==> src/rtl/bank_bit_ram.sv <==
module bank_bit_ram #(
  parameter int DW = 8
) (
  input  logic          clk,
  input  logic          rst_n,
  input  logic [1:0]    bank_sel,
  input  logic          byte_req,
  input  logic          byte_we,
  input  logic [1:0]    byte_mode,
  input  logic [7:0]    byte_addr,
  input  logic [2:0]    reg_idx,
  input  logic          ptr_sel,
  input  logic [DW-1:0] byte_wdata,
  output logic [DW-1:0] byte_rdata,
  output logic          byte_oor,
  input  logic          bit_req,
  input  logic [2:0]    bit_op,
  input  logic [7:0]    bit_addr,
  input  logic          bit_wval,
  output logic          bit_rdata,
  output logic          sfr_req,
  output logic [2:0]    sfr_op,
  output logic [7:0]    sfr_addr,
  output logic          sfr_wval,
  input  logic          sfr_rdata
);
  localparam int DEPTH = 128;
  localparam logic [2:0] BIT_BASE_HI = 3'b010;

  logic [DW-1:0] mem [DEPTH];

  logic [6:0] reg_addr, ptr_addr, bit_byte;
  logic [7:0] ptr_val, eaddr;
  logic       byte_wr, bit_int, bit_mod, bit_wr, cur_bit, new_bit;

  assign reg_addr = {2'b00, bank_sel, reg_idx};
  assign ptr_addr = {2'b00, bank_sel, 2'b00, ptr_sel};
  assign ptr_val  = mem[ptr_addr];
  assign eaddr    = byte_mode[1] ? ptr_val : (byte_mode[0] ? {1'b0, reg_addr} : byte_addr);

  assign byte_oor   = byte_req && eaddr[7];
  assign byte_rdata = (byte_req && !eaddr[7]) ? mem[eaddr[6:0]] : '0;
  assign byte_wr    = byte_req && byte_we && !eaddr[7];

  assign bit_byte = {BIT_BASE_HI, bit_addr[6:3]};
  assign bit_int  = bit_req && !bit_addr[7];
  assign cur_bit  = mem[bit_byte][bit_addr[2:0]];

  always_comb begin
    bit_mod = 1'b1;
    new_bit = cur_bit;
    case (bit_op)
      3'd1:    new_bit = 1'b1;
      3'd2:    new_bit = 1'b0;
      3'd3:    new_bit = ~cur_bit;
      3'd4:    new_bit = bit_wval;
      default: bit_mod = 1'b0;
    endcase
  end

  assign bit_wr    = bit_int && bit_mod && !(byte_wr && eaddr[6:0] == bit_byte);
  assign bit_rdata = bit_req && (bit_addr[7] ? sfr_rdata : cur_bit);

  assign sfr_req  = bit_req && bit_addr[7];
  assign sfr_op   = bit_op;
  assign sfr_addr = bit_addr;
  assign sfr_wval = bit_wval;

  always_ff @(posedge clk) begin
    if (!rst_n) begin
      for (int i = 0; i < DEPTH; i++) mem[i] <= '0;
    end else begin
      if (byte_wr) mem[eaddr[6:0]] <= byte_wdata;
      if (bit_wr)  mem[bit_byte][bit_addr[2:0]] <= new_bit;
    end
  end
endmodule

==> config.mk <==
export PLATFORM = sky130hd
export DESIGN_NAME = bank_bit_ram
export DESIGN_NICKNAME = d
export VERILOG_FILES = /design/src/rtl/bank_bit_ram.sv
export SDC_FILE = /design/constraint.sdc
export NUM_CORES = 2
export LEC_CHECK = 0
export ABC_CLOCK_PERIOD_IN_PS = 5300
export BUFFER_PORTS_ARGS = -buffer_cell sky130_fd_sc_hd__buf_2
export CORE_MARGIN = 2
export CORE_UTILIZATION = 45
export CTS_CLUSTER_DIAMETER = 80
export DETAILED_ROUTE_END_ITERATION = 7
export PLACE_DENSITY = 0.56
export SETUP_SLACK_MARGIN = 0.5
export SLEW_MARGIN = 20
export SYNTH_ARGS = -nofsm -noshare
export SYNTH_HDL_FRONTEND = slang
export SYNTH_SLANG_ARGS = --single-unit
export TNS_END_PERCENT = 10
==> constraint.sdc <==
create_clock -name clk -period 5.3 [get_ports clk]
set_input_delay 0.265 -clock clk [delete_from_list [all_inputs] [get_ports clk]]
set_output_delay 0.265 -clock clk [all_outputs]
set_load 0.02 [all_outputs]
==> results.yml <==
status:
  outcome: "finished, final reports clean"
placement:
  post-place-cells: 5822
  port_buffers: 64
  routabilityCongestion: 0.957
  hpwlAfterDp_mm: 131
  dp_slack_ns: -0.0763
drt:
  vias_per_cell: 6.46
  wl_per_cell_um: 33.1
  dr.first_iter.drc_count: 6457
  drc: 0
  finalWirelength_mm: 202
  antenna_left: 0
  drtPass1Iterations: 6
  vias: 39400
final_layout:
  final_layout_size_suffix_gt1_share_pct: 17.5
  final_cells: 6098
  largest_register: "mem"
  top_regs: "mem (1024)"
  final_common_cell: "edfxtp_1"
  layout_common_cells: "edfxtp_1, and2_1, buf_4, nand2_1, o21ai_0"
  multi_input_area_mm2: 0.0190
  final_nets: 4548
  nFillCells: 9833
  final-seq-area_mm2: 0.0307
  synthToLayoutAreaGrowth_pct: 15.3
  largest_reg_flops: 1024
  fin_util_pct: 52.5
synthesis:
  syn_area_per_cell_um2: 11.8
  synthArstFlopShare_pct: 0
  synth_seq_cells: 1024
  seq_area_frac_synth_pct: 60.0
  synthesis.area_mm2: 0.0512
  synthDistinctLibCells: 78
  synth_area_leaders: "edfxtp_1, and2_1, o21ai_0, o22ai_1, mux2i_1"
  synthesis.nets: 4371
  ys.flop_type: "edfxtp_1"
  synth_top_area_share_pct: 60.0
  synth_largest_area_cell: "edfxtp_1"
  synth_edf_count: 1024
  yosys_warnings: 0
  synth_cells: 4329
floorplan:
  chipHeight_um: 341
  die-area_mm2: 0.117
  num_rows: 123
  ioPinCount: 65
  initial_core_util_pct: 45.5
  chipWidth_um: 341
  core-area_mm2: 0.113
clock_network:
  numCtsBuffers: 112
  clock_latency_ns: 0.73
  cts.sinks: 1024
  htree_levels: 3
  ctsRootBufferMaster: "clkbuf_16"
  clockBufferDepth: 3
  hold_buffers: 0
  cts_tree: "done"
  clkSlewWorstSetupHoldPaths_ns: 0.06
pwr:
  comb_power_share_pct: 15.1
  power.density_mw_per_mm2: 344
  intPower_mw: 14.6
  p_sw_share_pct: 27.9
  p_leak_nw: 21.5
  power.switching_mw: 5.68
  seq_power_share_pct: 45.8
  pwr-share-clk_pct: 39.1
  ir_drop_v: 0.000250
sta:
  tns_ns: 0
  period_minus_slack_ns: 4.91
  slew_headroom_pct: 21.2
  hold_viol: 0
  skew_ns: 0.0249
  setup_viol: 0
  hold-worst-slack_ns: 0.0808
  finalCritPeriodShare_pct: 92.6
  worst_pin_slew_ns: 1.18
  max_freq_ghz: 0.204
  rsz0062_at_grt: "true"
  drv_slew: 0
  setup_ws_ns: 0.390
global_routing:
  grt-ovfl-total: 0
  grt_pass1_vias: 36800
  grt_usage_pct: 33.4
  grt_pass1_wl_mm: 280
  grt_max_degree: 100
  antenna_found_initial: 6
critical_path:
  worstPathRequired_ns: 5.04
  startpoint_type: "register"
  worstPathArrival_ns: 4.64
  cp-end-kind: "output pin"
  critPathMaxFanout: 9
  critPathKind: "register to output pin"
hold_path:
  hold_class: "input pin to register"
flow_run:
  cap_violations: 0
## routing by layer
layer  part of all wire, %  up-vias  track usage [%]
li1                      -    16600                -
met1                    40    19700             47.7
met2                    44     2623             50.8
met3                    11      502             6.13
met4                   4.4        2             12.8
met5                0.0060        -                0
## worst max-delay path, cell delays in order (launching register included)
cell and delay (ns):
edfxtp_1 0.40, mux2i_1 0.12, a22oi_2 0.35, a31oi_4 0.23, buf_4 0.24, nand2_2 0.34, buf_4 0.30, buf_4 0.27
nor2_1 0.15, a221oi_1 0.52, a31oi_1 0.16, a221oi_1 0.36, o41ai_1 0.10, buf_4 0.18, buf_2 0.16
## final timing paths
| kind | depth (start not counted) | start | end | slack, ns |
|---|---|---|---|---|
| setup / recovery | 14 | mem[1][1]$_SDFFCE_PN0P_ | byte_rdata[6] | 0.39 |
| hold / removal | 2 | byte_wdata[5] | mem[43][5]$_DFFE_PP_ | 0.08 |
| setup reg to reg | 9 | mem[24][6]$_SDFFCE_PN0P_ | mem[39][2]$_DFFE_PP_ | 0.73 |
| hold reg to reg | 8 | mem[25][1]$_SDFFCE_PN0P_ | mem[25][0]$_SDFFCE_PN0P_ | 1.82 |
## metrics by stage
stage | cell area [µm²] | power, mW
after floorplan | 51200 | 10.8
after global placement | 54300 | 12.2
after detailed placement | 54400 | 12.2
after CTS | 58500 | 20.1
after global routing | 59100 | 20.7
final | 59100 | 20.3
## power by group through the flow
stage / Clock, mW / Combinational (mW) / Sequential [mW]
2_1_floorplan: 0 / 1.45 / 9.39
3_3_place_gp: 0 / 2.75 / 9.47
3_5_place_dp: 0 / 2.76 / 9.47
4_1_cts: 7.98 / 2.85 / 9.30
5_1_grt: 8.29 / 3.13 / 9.32
6_report: 7.95 / 3.08 / 9.31
## area by class of cell
type / instances / share of cell area, %
Clock buffer: 145 / 5.02
Multi-Input combinational cell: 2891 / 32.2
Clock inverter: 59 / 1.12
Sequential cell: 1024 / 52.0
Antenna cell: 2 / 0.00847
Tap cell: 1500 / 3.18
Timing Repair Buffer: 449 / 6.22
Inverter: 28 / 0.178
## cells by family (layout without fill, tap and decap cells)
group	Yosys count	count (layout)	share of synthesized area (%)
and+or+nand+nor	1663	1665	17.6
buffers and inverters	419	681	3.90
muxes	206	206	4.59
AOI/OAI and AO/OA	1012	1015	13.8
DFF	1024	1024	60.0
xor gates and xnor gates	5	5	0.0855
other	0	2	0
## synthesized netlist by cell type, types with 7 or more instances
library cell and count:
a31oi_1 24, a21oi_1 51, o2111ai_1 7, nor2b_1 27, mux2_2 77, o31ai_1 12
nand2_1 297, nor2_2 16, nand4_1 12, o211ai_1 18, mux2i_1 114, nor4_1 18
buf_6 15, nor3_1 30, buf_4 24, buf_2 112, edfxtp_1 1024, nand3_1 104
o21ai_0 288, a22o_1 74, o2bb2ai_1 8, buf_1 16, and2_1 905, mux4_2 13
a211oi_1 52, o221ai_1 60, clkbuf_1 219, a221oi_1 32, a311oi_1 20, nor2_1 211
a22oi_1 25, and3_1 17, o22ai_1 191, a32o_1 65, o41ai_1 17, inv_1 27
## what timing repair did
| item | CTS | global route |
|---|---|---|
| gates resized for setup | 42 | 44 |
| cloned | 2 | 7 |
| buffers inserted | 27 | 34 |
| endpoints found under the setup margin | 8 | 8 |
| pin swaps | 11 | 21 |
Note: power is estimated with default switching activity, not from simulation.
